==> src/rtl/xsm_pkg.sv <==
`timescale 1ns/1ps
package xsm_pkg;
  typedef enum logic [1:0] {
    ST_IDLE = 2'd0,
    ST_ACT  = 2'd1,
    ST_FIN  = 2'd2
  } seq_state_e;
endpackage

==> src/rtl/xsm_wait_sync.sv <==
`timescale 1ns/1ps
module xsm_wait_sync #(
  parameter int STAGES = 2
) (
  input  logic clk,
  input  logic rst_n,
  input  logic async_n,
  output logic sync_n
);
  logic [STAGES-1:0] sh_q;
  logic [STAGES-1:0] sh_d;

  always_comb begin
    sh_d = {sh_q[STAGES-2:0], async_n};
  end

  always_ff @(posedge clk or negedge rst_n) begin
    if (!rst_n) sh_q <= '1;
    else        sh_q <= sh_d;
  end

  assign sync_n = sh_q[STAGES-1];
endmodule

==> src/rtl/xsm_cfg_select.sv <==
`timescale 1ns/1ps
module xsm_cfg_select #(
  parameter int NUM_CS     = 4,
  parameter int WS_W       = 4,
  parameter int MIN_EXT_WS = 3,
  localparam int CS_W      = (NUM_CS > 1) ? $clog2(NUM_CS) : 1
) (
  input  logic [CS_W-1:0]        cs_idx,
  input  logic [NUM_CS-1:0]      cfg_ws_en,
  input  logic [NUM_CS*WS_W-1:0] cfg_ws_cnt,
  input  logic [NUM_CS-1:0]      cfg_ext_en,
  output logic [WS_W-1:0]        eff_ws,
  output logic                   ext_on,
  output logic                   cfg_bad
);
  logic [WS_W-1:0] cnt_arr [NUM_CS];

  for (genvar g = 0; g < NUM_CS; g++) begin : g_unpack
    assign cnt_arr[g] = cfg_ws_cnt[g*WS_W +: WS_W];
  end

  always_comb begin
    eff_ws  = cfg_ws_en[cs_idx] ? cnt_arr[cs_idx] : '0;
    ext_on  = cfg_ext_en[cs_idx];
    cfg_bad = ext_on && (eff_ws < WS_W'(MIN_EXT_WS));
  end
endmodule

==> src/rtl/xsm_access_fsm.sv <==
`timescale 1ns/1ps
module xsm_access_fsm
  import xsm_pkg::*;
#(
  parameter int WS_W = 4
) (
  input  logic            clk,
  input  logic            rst_n,
  input  logic            req_valid,
  input  logic [WS_W-1:0] eff_ws,
  input  logic            ext_on,
  input  logic            wait_low,
  output seq_state_e      state,
  output logic            accept,
  output logic            zero_ws
);
  seq_state_e      st_q, st_d;
  logic [WS_W-1:0] cnt_q, cnt_d;
  logic            cnt_en;
  logic            zero_q, ext_q;
  logic            hold;

  always_comb begin
    accept = (st_q == ST_IDLE) && req_valid;
    hold   = (st_q == ST_ACT) && ext_q && !zero_q && wait_low;
    st_d   = st_q;
    cnt_d  = cnt_q;
    cnt_en = 1'b0;
    case (st_q)
      ST_IDLE: begin
        if (accept) begin
          st_d   = ST_ACT;
          cnt_d  = eff_ws;
          cnt_en = 1'b1;
        end
      end
      ST_ACT: begin
        if (zero_q) begin
          st_d = ST_FIN;
        end else if (!hold) begin
          if (cnt_q == WS_W'(1)) begin
            st_d = ST_FIN;
          end else begin
            cnt_d  = cnt_q - WS_W'(1);
            cnt_en = 1'b1;
          end
        end
      end
      ST_FIN:  st_d = ST_IDLE;
      default: st_d = ST_IDLE;
    endcase
  end

  always_ff @(posedge clk or negedge rst_n) begin
    if (!rst_n) st_q <= ST_IDLE;
    else        st_q <= st_d;
  end

  always_ff @(posedge clk or negedge rst_n) begin
    if (!rst_n)      cnt_q <= '0;
    else if (cnt_en) cnt_q <= cnt_d;
  end

  always_ff @(posedge clk or negedge rst_n) begin
    if (!rst_n) begin
      zero_q <= 1'b0;
      ext_q  <= 1'b0;
    end else if (accept) begin
      zero_q <= (eff_ws == '0);
      ext_q  <= ext_on;
    end
  end

  assign state   = st_q;
  assign zero_ws = zero_q;
endmodule

==> src/rtl/xsm_strobe_gen.sv <==
`timescale 1ns/1ps
module xsm_strobe_gen (
  input  logic clk,
  input  logic rst_n,
  input  logic active,
  input  logic zero_ws,
  input  logic write,
  output logic rd_n,
  output logic wr_n
);
  logic cut_q;
  logic cut_d;
  logic drive;

  always_comb begin
    cut_d = active && zero_ws;
  end

  // Falling-edge register ends a zero-wait strobe after half a cycle
  always_ff @(negedge clk or negedge rst_n) begin
    if (!rst_n) cut_q <= 1'b0;
    else        cut_q <= cut_d;
  end

  always_comb begin
    drive = active && !cut_q;
    rd_n  = !(drive && !write);
    wr_n  = !(drive && write);
  end
endmodule

==> src/rtl/ext_mem_seq.sv <==
`timescale 1ns/1ps
module ext_mem_seq
  import xsm_pkg::*;
#(
  parameter int ADDR_W      = 24,
  parameter int NUM_CS      = 4,
  parameter int WS_W        = 4,
  parameter int SYNC_STAGES = 2,
  parameter int MIN_EXT_WS  = 3
) (
  input  logic                   clk,
  input  logic                   rst_n,
  input  logic                   req_valid,
  input  logic                   req_write,
  input  logic [ADDR_W-1:0]      req_addr,
  output logic                   req_ack,
  input  logic [NUM_CS-1:0]      cfg_ws_en,
  input  logic [NUM_CS*WS_W-1:0] cfg_ws_cnt,
  input  logic [NUM_CS-1:0]      cfg_ext_en,
  input  logic                   ext_wait_n,
  output logic [ADDR_W-1:0]      mem_addr,
  output logic [NUM_CS-1:0]      mem_cs_n,
  output logic                   mem_rd_n,
  output logic                   mem_wr_n,
  output logic                   cfg_err
);
  localparam int CS_W = (NUM_CS > 1) ? $clog2(NUM_CS) : 1;

  logic [CS_W-1:0]   req_cs;
  logic [WS_W-1:0]   eff_ws;
  logic              ext_on, cfg_bad;
  logic              wait_sync_n;
  seq_state_e        state;
  logic              accept, zero_ws, active;
  logic [ADDR_W-1:0] addr_q;
  logic [CS_W-1:0]   cs_q;
  logic              wr_q, err_q;

  assign req_cs = req_addr[ADDR_W-1 -: CS_W];

  xsm_cfg_select #(
    .NUM_CS(NUM_CS), .WS_W(WS_W), .MIN_EXT_WS(MIN_EXT_WS)
  ) cfg_sel_i (
    .cs_idx(req_cs), .cfg_ws_en(cfg_ws_en), .cfg_ws_cnt(cfg_ws_cnt),
    .cfg_ext_en(cfg_ext_en), .eff_ws(eff_ws), .ext_on(ext_on), .cfg_bad(cfg_bad)
  );

  xsm_wait_sync #(.STAGES(SYNC_STAGES)) wsync_i (
    .clk(clk), .rst_n(rst_n), .async_n(ext_wait_n), .sync_n(wait_sync_n)
  );

  xsm_access_fsm #(.WS_W(WS_W)) fsm_i (
    .clk(clk), .rst_n(rst_n), .req_valid(req_valid), .eff_ws(eff_ws),
    .ext_on(ext_on), .wait_low(!wait_sync_n), .state(state),
    .accept(accept), .zero_ws(zero_ws)
  );

  always_ff @(posedge clk or negedge rst_n) begin
    if (!rst_n) begin
      addr_q <= '0;
      cs_q   <= '0;
      wr_q   <= 1'b0;
      err_q  <= 1'b0;
    end else if (accept) begin
      addr_q <= req_addr;
      cs_q   <= req_cs;
      wr_q   <= req_write;
      err_q  <= cfg_bad;
    end
  end

  assign active = (state == ST_ACT);

  xsm_strobe_gen strobe_i (
    .clk(clk), .rst_n(rst_n), .active(active), .zero_ws(zero_ws),
    .write(wr_q), .rd_n(mem_rd_n), .wr_n(mem_wr_n)
  );

  always_comb begin
    mem_cs_n = '1;
    if (active) mem_cs_n[cs_q] = 1'b0;
  end

  assign mem_addr = addr_q;
  assign req_ack  = (state == ST_FIN);
  assign cfg_err  = err_q;
endmodule

==> config.mk <==
export PLATFORM = sky130hd
export DESIGN_NAME = ext_mem_seq
export DESIGN_NICKNAME = d
export VERILOG_FILES = /design/src/rtl/xsm_pkg.sv /design/src/rtl/xsm_wait_sync.sv /design/src/rtl/xsm_cfg_select.sv /design/src/rtl/xsm_access_fsm.sv /design/src/rtl/xsm_strobe_gen.sv /design/src/rtl/ext_mem_seq.sv
export SDC_FILE = /design/constraint.sdc
export NUM_CORES = 1
export LEC_CHECK = 0
export ABC_AREA = 1
export CAP_MARGIN = 20
export CORE_ASPECT_RATIO = 1.1
export CORE_MARGIN = 5
export CORE_UTILIZATION = 35
export DETAILED_ROUTE_END_ITERATION = 10
export PLACE_DENSITY = 0.75
export SETUP_SLACK_MARGIN = 0.5
export SYNTH_ARGS = -nofsm -noshare
export SYNTH_HDL_FRONTEND = slang
export SYNTH_SLANG_ARGS = --single-unit
==> constraint.sdc <==
create_clock -name clk -period 3.1 [get_ports clk]
set_input_delay 0.31 -clock clk [delete_from_list [all_inputs] [get_ports clk]]
set_output_delay 0.31 -clock clk [all_outputs]
set_load 0.01 [all_outputs]
Word level (Yosys, flattened, before mapping) --
Index checks and enable logic that the tools add are counted.
Cells by class: $add $sub $neg 1, order comparisons 5, eq/ne operators 9, muxes and demuxes 26, bitwise gates (word level) 2, reductions and logical operators 21
Operator list (number):
- $mux 4 | 8
- $logic_and 1x1->1 | 10
- $bmux 4 s2 | 1
- $mux 2 | 4
- $ne 2x2->1 const B | 4
- $pmux 4 s2 | 1
- $mux 1 | 7
- $logic_not 1->1 | 6
- $lt 2x3->1 const B | 2
- $ne 3x3->1 const B | 2
- $reduce_and 6->1 | 1
- $bmux 1 s2 | 2
- $eq 4x1->1 const B | 1
- $logic_not 4->1 | 1
- $lt 4x2->1 const B | 1
- $not 4->4 | 1
- $pmux 2 s2 | 1
- $sub 4x1->4 const B | 1
- $ge 3x3->1 const B | 1
- $not 2->3 | 1
- $reduce_and 3->1 | 1
- $demux 1 s2 | 1
- $eq 2x1->1 const B | 1
- $eq 2x2->1 const B | 1
- 4 further kinds | 4
Word-level totals: flip-flop bits (word level) 39, bits of input ports 53, word-level logic and storage cells 74

Depth between registers and ports, before layout --
Gate-level depths: netlist of run 1.
depth in word-level cells 8, depth in mapped cells 10, gate-level depth less buffers 10

Modules after synthesis --
From an unflattened synthesis of run 1, not the netlist that was laid out.
Unflattened totals: cells, all modules 273, area, all modules 1975.6 um^2
By module, submodules not included:
- ext_mem_seq | instances 1, cells an instance 126, area each 1061.0 um^2
- xsm_access_fsm | instances 1, cells an instance 66, area each 494.2 um^2
- xsm_cfg_select | instances 1, cells an instance 72, area each 317.8 um^2
- xsm_wait_sync | instances 1, cells an instance 2, area each 52.6 um^2
- xsm_strobe_gen | instances 1, cells an instance 7, area each 50.0 um^2

==> key figures, run 1 <==
Outcome
  – Run status: completed

Timing
  – RSZ-0062 raised after global routing: true
  – Setup violations, final: 0
  – Hold Vio Cnt, Final: 0
  – Setup Skew: 0.0101 ns
  – Rel. slew slack: about two thirds
  – Worst-Margin Slew: between 0.4 and 0.5 ns
  – Slew Viols, Final: 0
  – Sum Neg Setup Slack: 0 ns

Clock tree
  – Clk buf depth: 2
  – Sink Count: 37
  – CTS clk-pin slew, worst paths: around 0.070 ns
  – Inserted Clock Buffers: 5
  – CTS tree: done
  – H-tree Lvls: 2
  – Worst skew pair latency: ~0.28 ns
  – Clock root buffer: clkbuf_8

Setup path
  – CP cell instances: inv_1 -> nand3b_1 -> buf_2
  – Slowest CP cell: dfrtn_1
  – Setup crit end kind: output pin
  – Critical path buffers and inverters: 2
  – Worst-path fanout max: 2
  – Worst path max stage delay: ~0.38 ns
  – Type of origin of the critical path: flop
  – Critical Path RT: around 2.8 ns
  – WP data arrival: ~2.5 ns
  – CP Class: reg2out
  – Crit path max-delay family: flip-flops

Logic synthesis
  – Syn nets: 310
  – Post-Syn Area: around 1900 µm²
  – Synth unique cells: 23
  – Yosys warnings: 0
  – Post-Synthesis Cells: between 200 and 300
  – Avg Cell Area, Syn: 7.44 µm²
  – Sequential cell area fraction in the yosys report: between 40% and 50%
  – Flops & latches, synth: 37

Routing
  – Vias per inst: ~4.3
  – First DRT Iteration DRCs: between 100 and 150
  – Drt pass-1 iters: 5
  – DRC Markers: 0
  – DR WL/cell: roughly 12 µm
  – Via count: about 1800
  – Post-route ant nets: 0
  – Final wirelength: around 4900 µm

Floorplanning
  – CORE AREA: ~5300 µm²
  – Rows: 28
  – Die H: approximately 87 µm
  – I/O pins: 85
  – Die width: roughly 80 µm
  – Starting Density: between 30% and 40%
  – Die area: about 7000 µm²

Layout
  – Fraction of layout cells with a size suffix above 1: 8.48%
  – Area growth syn-to-layout: 51.3%
  – Layout Nets: about 400
  – Register area: roughly 930 µm²
  – Post-layout util: a little over half
  – Multi-input logic area: roughly 800 µm²
  – Filler cells: roughly 520
  – Ant. Diodes: 0
  – Commonest non-fill, non-tap cell in the layout: nand2_1
  – Most frequent cells in the layout: nand2_1, clkdlybuf4s50_1, dfrtp_1

Pwr
  – Clock power frac: 14.5%
  – Leakage: between 1 and 1.5 nW
  – Maximum VDD drop: 0.357 mV
  – Power per standard cell area: ~800 nW/µm²
  – Comb power frac: approximately 50%
  – Switch Pwr: around 0.00086 W
  – Seq pwr share: around 36%
  – Sw Ratio: a little under two fifths
  – Cell internal pwr: roughly 0.0014 W

Global routing
  – First-pass GRT wire length: approximately 8000 µm
  – Aggregate global routing overflow: 0
  – Gr usage total: between 10% and 20%
  – Initial antenna violation count: 0
  – Vias in the first global route: between 1500 and 2000
  – Largest net degree at the start of global routing: 37

Worst hold path
  – Worst min path class: in2async

Place
  – DP Wirelength: about 3600 µm
  – PortBufs: 84
  – RD Place Congestion: between 0.7 and 0.8

Job
  – Max-Cap Viols: 0
-- worst register-to-register path, delay by kind of cell, from the launching register on --
kind | cells | cell delay, ns
flops | 1 | 0.42
simple gates | 2 | 0.21
-- metal layers --
metal | track usage (%) | share of wire [%] | vias up
li1 | - | - | 942
met2 | 25.6 | 52 | 42
met4 | 3.38 | 0.95 | 0
met1 | 17.6 | 42 | 823
met3 | 3.93 | 4.9 | 5
met5 | 0 | 0 | -
-- power by group through the flow --
| stage | Sequential (W) | Clock (W) | Combinational (W) |
|---|---|---|---|
| 5_1_grt | 0.000852 | 0.000368 | 0.00127 |
| 2_1_floorplan | 0.000885 | 0 | 0.000546 |
| 3_5_place_dp | 0.000823 | 0 | 0.00118 |
| 3_3_place_gp | 0.000818 | 0 | 0.00115 |
| 4_1_cts | 0.000820 | 0.000353 | 0.00117 |
| 6_report | 0.000817 | 0.000332 | 0.00115 |
-- area by class of cell --
type | count | area share, %
flip-flops and latches | 37 | 32.4
repair buffers | 86 | 29.3
clock buffers | 8 | 3.14
multi-input cells | 180 | 27.7
well taps | 75 | 3.27
inverters | 31 | 4.23
-- metrics by stage --
| step | cells | setup slack (ns) | instance area [µm²] | hold WS, ns | power (W) |
|---|---|---|---|---|---|
| 2_1_floorplan | 255 | 0.721 | 1900 | 0.0144 | 0.00143 |
| 3_3_place_gp | 409 | 0.230 | 2790 | 0.347 | 0.00197 |
| 3_5_place_dp | 409 | 0.208 | 2790 | 0.348 | 0.00200 |
| 4_1_cts | 417 | 0.304 | 2870 | 0.118 | 0.00235 |
| 5_1_grt | 417 | 0.248 | 2870 | 0.142 | 0.00249 |
| 6_report | 417 | 0.321 | 2870 | 0.100 | 0.00230 |
-- cell usage after synthesis --
master / n / area (µm²)
dfrtn_1: 1 / 25.0
nand3_2: 2 / 20.0
a21oi_1: 3 / 15.0
buf_2: 3 / 15.0
dfrtp_1: 34 / 851
o21ai_1: 4 / 20.0
o21ai_0: 3 / 15.0
nor2_1: 12 / 45.0
nand2_2: 5 / 31.3
o211ai_1: 1 / 7.51
ha_1: 2 / 25.0
nand2_1: 124 / 465
inv_1: 25 / 93.8
inv_2: 5 / 18.8
nand3b_1: 1 / 7.51
nand3_4: 1 / 17.5
o21bai_1: 1 / 7.51
nand2_4: 2 / 22.5
dfstp_2: 2 / 52.6
buf_6: 2 / 22.5
inv_6: 1 / 8.76
nand3_1: 19 / 95.1
buf_4: 2 / 15.0
-- timing repair --
item,CTS,global route
hold buffers,0,0
endpoints found under the setup margin,2,2
resized for setup,8,0
buffers inserted,0,0
-- kinds of logic (layout without fill, tap and decap cells) --
family / count (synthesis) / after routing / share of synthesized area [%]
fa+ha+maj: 2 / 2 / 1.32
flops: 37 / 37 / 48.9
compound gates: 12 / 12 / 3.43
simple gates: 166 / 166 / 37.1
buf+inv: 38 / 125 / 9.17
-- sequential cells by signal, summed over array words and instances, names as in the netlist --
| register | count |
|---|---|
| mem_addr | 23 |
| fsm_i.cnt_q | 4 |
| fsm_i.state | 2 |
| wsync_i.sh_q | 2 |
| cfg_err | 1 |
| cs_q | 1 |
| fsm_i.ext_q | 1 |
| fsm_i.zero_ws | 1 |
| strobe_i.cut_q | 1 |
| wr_q | 1 |
-- final timing paths --
kind                                                    to  slack [ns]                        from  cells past startpoint
worst max-delay path                              mem_rd_n        0.32    strobe_i.cut_q$_DFF_NN0_                      3
worst min-delay path            fsm_i.cnt_q[2]$_DFFE_PN0P_        0.10                       rst_n                      2
worst max register to register    strobe_i.cut_q$_DFF_NN0_        0.77  fsm_i.state[0]$_DFFE_PN0P_                      2
worst min register to register   wsync_i.sh_q[1]$_DFF_PN1_        0.36   wsync_i.sh_q[0]$_DFF_PN1_                      0
max in group asynchronous         strobe_i.cut_q$_DFF_NN0_        1.73                       rst_n                      1
min in group clk                 wsync_i.sh_q[1]$_DFF_PN1_        0.36   wsync_i.sh_q[0]$_DFF_PN1_                      0
Note: power is estimated with default switching activity, not from simulation.
==> run 2: changes to the inputs <==
CTS_BUF_LIST = sky130_fd_sc_hd__clkbuf_16   (was unset)
==> run 2 against run 1 <==
  * Final cell count did not move
  * Clock power is 38% higher
  * Via count up 0.50%
  * Routed wire length is 0.29% lower
  * Clock skew increased by 0.015 ns
  * First-iteration DRC count shrank 17%
  * Critical path depth stayed put
  * Sequential power barely moved
  * Worst setup slack got worse by 0.0084 ns
  * Worst hold slack gained 0.0088 ns
  * Global-route usage barely moved
  * Combinational power about the same
==> key figures, run 2 (same netlist as run 1, synthesis figures left out) <==
Global routing
  – Aggregate global routing overflow: 0
  – Initial antenna violation count: 0
  – Gr usage total: between 10 and 15%
  – Largest net degree at the start of global routing: 37
  – First-pass GRT wire length: 8150 µm
  – Vias in the first global route: 1872

Setup path
  – WP data arrival: 2.48 ns
  – Flop2flop setup slack: about 0.80 ns
  – Critical R2R Launch: fsm_i.state[0]$_DFFE_PN0P_
  – Type of origin of the critical path: flop
  – CP Class: reg2out
  – Worst R2R Path Depth: 2
  – Setup crit end kind: output pin
  – Critical R2R Capture: strobe_i.cut_q$_DFF_NN0_
  – Critical Path RT: between 2 and 3 ns
  – Worst-path fanout max: 2

Routing
  – DR WL/cell: 11.6 µm
  – Drt pass-1 iters: 4
  – First DRT Iteration DRCs: 86
  – Post-route ant nets: 0
  – DRC Markers: 0
  – Met2 Wirelength: about 2500 µm
  – Metal-1 WL: a little over 2000 µm
  – Max Used Layer: met4
  – Via count: about 1800
  – Metal3 WL: approximately 220 µm
  – Final wirelength: 4840 µm
  – Vias per inst: between 4 and 5

Clock tree
  – Postcts setup bufs: 0
  – Sink Count: 37
  – Clk buf depth: 2
  – Hold buffers post-CTS: 0
  – CTS clk-pin slew, worst paths: approximately 0.05 ns
  – Worst skew pair latency: about 0.29 ns
  – Inserted Clock Buffers: 5
  – Clock root buffer: clkbuf_16
  – CTS tree: done
  – H-tree Lvls: 2

Pwr
  – Leakage: between 1 and 1.5 nW
  – Cell internal pwr: between 0.0015 and 0.002 W
  – Switch Pwr: 0.000881 W
  – Seq pwr share: about a third
  – Power per standard cell area: between 800 and 900 nW/µm²
  – Sw Ratio: around 36%
  – Clock power frac: 18.9%
  – Comb power frac: 47.4%
  – Maximum VDD drop: 0.396 mV

Place
  – RD Place Congestion: 0.794
  – DP Wirelength: between 3000 and 4000 µm
  – Post-place instance area: approximately 2800 µm²
  – PortBufs: 84

Worst hold path
  – Worst min path class: in2async

Floorplanning
  – Die width: approximately 80 µm
  – Rows: 28
  – I/O pins: 85
  – Die H: just under 90 µm
  – CORE AREA: between 5000 and 6000 µm²
  – Die area: 6990 µm²
  – Starting Density: between 30% and 40%

Timing
  – Hold Vio Cnt, Final: 0
  – Sum Neg Setup Slack: 0 ns
  – Rel. slew slack: between 60% and 70%
  – RSZ-0062 raised after global routing: true
  – Setup Skew: between 0.02 and 0.03 ns
  – Slew Viols, Final: 0
  – Setup violations, final: 0
  – Worst-Margin Slew: approximately 0.47 ns

Outcome
  – Run status: completed

Layout
  – Ant. Diodes: 0
  – Largest register FFs: 23
  – Area growth syn-to-layout: 53.7%
  – Final instance area: 2920 µm²
  – Most frequent cells in the layout: nand2_1, clkdlybuf4s50_1, dfrtp_1
  – Filler cells: between 500 and 600
  – Fraction of layout cells with a size suffix above 1: 8.19%
  – Layout Nets: roughly 400
  – Commonest non-fill, non-tap cell in the layout: nand2_1

Job
  – Max-Cap Viols: 0
run 2: cell count changes in the layout (fill, tap and decap cells not counted), sizes merged:
| cell | change |
|---|---|
| inv | +2 |
| clkinv | +1 |
| clkbuf | -3 |
run 2: layer usage:
layer  global-route usage, %  vias up
met1                    17.6      833
met5                       0        -
met2                    25.8       40
li1                        -      943
met4                    3.38        0
met3                    3.93        5
run 2: area by class of cell:
| type | instances | area (µm²) | area share, % |
|---|---|---|---|
| multi-input combinational | 180 | 795 | 27.3 |
| timing repair buffer | 86 | 841 | 28.8 |
| clock inverter | 3 | 11.3 | 0.386 |
| sequential | 37 | 928 | 31.8 |
| inverter | 31 | 121 | 4.16 |
| clock buffer | 5 | 125 | 4.29 |
| tap | 75 | 93.8 | 3.22 |
run 2: how the worst max path moves through the flow:
stage	startpoint	end	slack [ns]	depth (start not counted)
after CTS	strobe_i.cut_q$_DFF_NN0_	mem_rd_n	0.30	3
after floorplan	strobe_i.cut_q$_DFF_NN0_	mem_wr_n	0.72	2
final	strobe_i.cut_q$_DFF_NN0_	mem_rd_n	0.31	3
after global placement	strobe_i.cut_q$_DFF_NN0_	mem_rd_n	0.23	3
after detailed placement	strobe_i.cut_q$_DFF_NN0_	mem_rd_n	0.21	3
after global routing	strobe_i.cut_q$_DFF_NN0_	mem_rd_n	0.25	3
run 2: through the flow:
step / power (W) / worst slack [ns] / instances / utilization [%] / hold slack, ns
after floorplan: 0.00143 / 0.721 / 255 / - / 0.0144
after global placement: 0.00197 / 0.230 / 409 / 52.4 / 0.347
after detailed placement: 0.00200 / 0.208 / 409 / 52.4 / 0.348
after CTS: 0.00247 / 0.302 / 417 / 54.7 / 0.135
after global routing: 0.00262 / 0.247 / 417 / 54.7 / 0.161
final: 0.00242 / 0.312 / 417 / 54.7 / 0.109
run 2: worst max-delay path: stages (launching register included):
cell	delay (ns)
dfrtn_1	0.38
inv_1	0.05
nand3b_1	0.08
buf_2	0.13
run 2: what timing repair did:
item | 4_1_cts | 5_1_grt
pin swaps | 0 | 0
resized for setup | 8 | 0
hold endpoints to repair | 0 | 0
endpoints found under the setup margin | 2 | 2
run 2: power by group through the flow:
| stage | Sequential (W) | Clock [W] | Combinational, W |
|---|---|---|---|
| 2_1_floorplan | 0.000885 | 0 | 0.000546 |
| 6_report | 0.000819 | 0.000457 | 0.00115 |
| 3_5_place_dp | 0.000823 | 0 | 0.00118 |
| 5_1_grt | 0.000854 | 0.000492 | 0.00127 |
| 3_3_place_gp | 0.000818 | 0 | 0.00115 |
| 4_1_cts | 0.000821 | 0.000475 | 0.00117 |
==> run 3: changes to the inputs <==
CORE_MARGIN = unset   (was 5)
==> run 3 against run 2 <==
  * Combinational power barely moved
  * Largest cell class unchanged
  * Highest routed layer unchanged
  * Register-to-register slack barely moved
  * Largest power group unchanged
  * Routed wire length fell by 7.6%
==> key figures, run 3 (same netlist as run 1, synthesis figures left out) <==
Setup path
  – Setup crit end kind: output pin
  – Type of origin of the critical path: flop
  – Critical path buffers and inverters: 2
  – Worst path max stage delay: just over 0.4 ns
  – Critical Path RT: approximately 2.8 ns
  – CP Class: reg2out
  – Worst-path fanout max: 2
  – Slowest CP cell: dfrtn_1
  – WP data arrival: 2.50 ns
  – CP cell instances: inv_2 -> nand3b_1 -> buf_2
  – Crit path max-delay family: flip-flops

Routing
  – Drt pass-1 iters: 4
  – DRC Markers: 0
  – First DRT Iteration DRCs: ~80
  – DR WL/cell: 10.8 µm
  – Vias per inst: 4.44
  – Final wirelength: approximately 4500 µm
  – Post-route ant nets: 0
  – Via count: 1835

Job
  – Max-Cap Viols: 0

Clock tree
  – Clock root buffer: clkbuf_16
  – Clk buf depth: 2
  – Inserted Clock Buffers: 5
  – CTS tree: done
  – H-tree Lvls: 2
  – Worst skew pair latency: ~0.30 ns
  – CTS clk-pin slew, worst paths: 0.06 ns
  – Sink Count: 37
  – Hold buffers post-CTS: 0

Layout
  – Commonest non-fill, non-tap cell in the layout: nand2_1
  – Area growth syn-to-layout: 53.4%
  – Fraction of layout cells with a size suffix above 1: under 10%
  – Filler cells: a little under 500
  – Layout Nets: 395
  – Largest register FFs: 23
  – Ant. Diodes: 0
  – Most frequent cells in the layout: nand2_1, clkdlybuf4s50_1, dfrtp_1

Pwr
  – Maximum VDD drop: about 0.51 mV
  – Total power: approximately 0.0024 W
  – Power per standard cell area: 835 nW/µm²
  – Leakage: 1.48 nW

Floorplanning
  – I/O pins: 85
  – Die area: 5720 µm²
  – Die H: slightly below 80 µm
  – Die width: a little over 70 µm
  – Rows: 27
  – CORE AREA: between 5000 and 6000 µm²
  – Starting Density: between 30 and 40%

Global routing
  – Gr usage total: between 10% and 20%
  – Vias in the first global route: roughly 1700
  – First-pass GRT wire length: between 7000 and 8000 µm
  – Initial antenna violation count: 0
  – Largest net degree at the start of global routing: 37
  – Aggregate global routing overflow: 0

Timing
  – Hold Vio Cnt, Final: 0
  – Worst-Margin Slew: slightly below 0.6 ns
  – Setup violations, final: 0
  – Rel. slew slack: between 60% and 70%
  – Slew Viols, Final: 0
  – Setup Skew: between 0.02 and 0.025 ns
  – RSZ-0062 raised after global routing: true
  – Sum Neg Setup Slack: 0 ns

Place
  – RD Place Congestion: between 0.7 and 0.8
  – DP Wirelength: between 3000 and 4000 µm
  – PortBufs: 84

Worst hold path
  – Worst min path class: in2async

Outcome
  – Run status: completed
==> run 3: changes by cell type in the layout (fill, tap and decap cells not counted), sizes merged <==
cell and change:
inv -2, clkinvlp +1, buf -1, clkinv +1
==> run 3: per-layer routing <==
metal,track usage [%],vias to the layer above,wire [µm]
met5,0,-,0
met4,7.25,0,100
met3,3.68,9,198
met2,30.1,44,2260
met1,19.0,841,1920
li1,-,941,-
==> run 3: worst paths after layout <==
check	startpoint	endpoint	slack, ns	depth (start not counted)
max	strobe_i.cut_q$_DFF_NN0_	mem_rd_n	0.29	3
min	rst_n	fsm_i.cnt_q[2]$_DFFE_PN0P_	0.1	2
max reg2reg	fsm_i.state[0]$_DFFE_PN0P_	strobe_i.cut_q$_DFF_NN0_	0.79	2
min reg2reg	wsync_i.sh_q[0]$_DFF_PN1_	wsync_i.sh_q[1]$_DFF_PN1_	0.36	0
max in group asynchronous	rst_n	strobe_i.cut_q$_DFF_NN0_	1.75	1
min in group clk	wsync_i.sh_q[0]$_DFF_PN1_	wsync_i.sh_q[1]$_DFF_PN1_	0.36	0
==> run 3: where the power goes <==
group,total [W],internal (W),switching [W]
Combinational,0.00112,0.000550,0.000571
Clock,0.000480,0.000294,0.000186
Sequential,0.000829,0.000697,0.000131
Total,0.00243,0.00154,0.000889
==> run 3: cell type report <==
type | instances | area [µm²] | share of cell area (%)
Sequential cell | 37 | 928 | 31.9
Timing Repair Buffer | 85 | 833 | 28.6
Multi-Input combinational cell | 180 | 795 | 27.3
Clock buffer | 5 | 125 | 4.30
Inverter | 31 | 121 | 4.17
Tap cell | 72 | 90.1 | 3.10
Clock inverter | 3 | 17.5 | 0.602
==> run 3: per-stage QoR <==
step	cell area [µm²]	utilization, %	hold WS, ns	instances	worst slack, ns
2_1_floorplan	1900	-	0.0144	255	0.721
6_report	2910	57.1	0.0967	413	0.291
4_1_cts	2910	57.1	0.124	413	0.280
3_5_place_dp	2780	54.5	0.351	405	0.191
5_1_grt	2910	57.1	0.161	413	0.258
3_3_place_gp	2780	54.5	0.348	405	0.238
==> run 3: timing repair <==
| action | in CTS | in global routing |
|---|---|---|
| setup buffers | 0 | 0 |
| gates resized for setup | 8 | 1 |
| endpoints found under the setup margin | 2 | 2 |
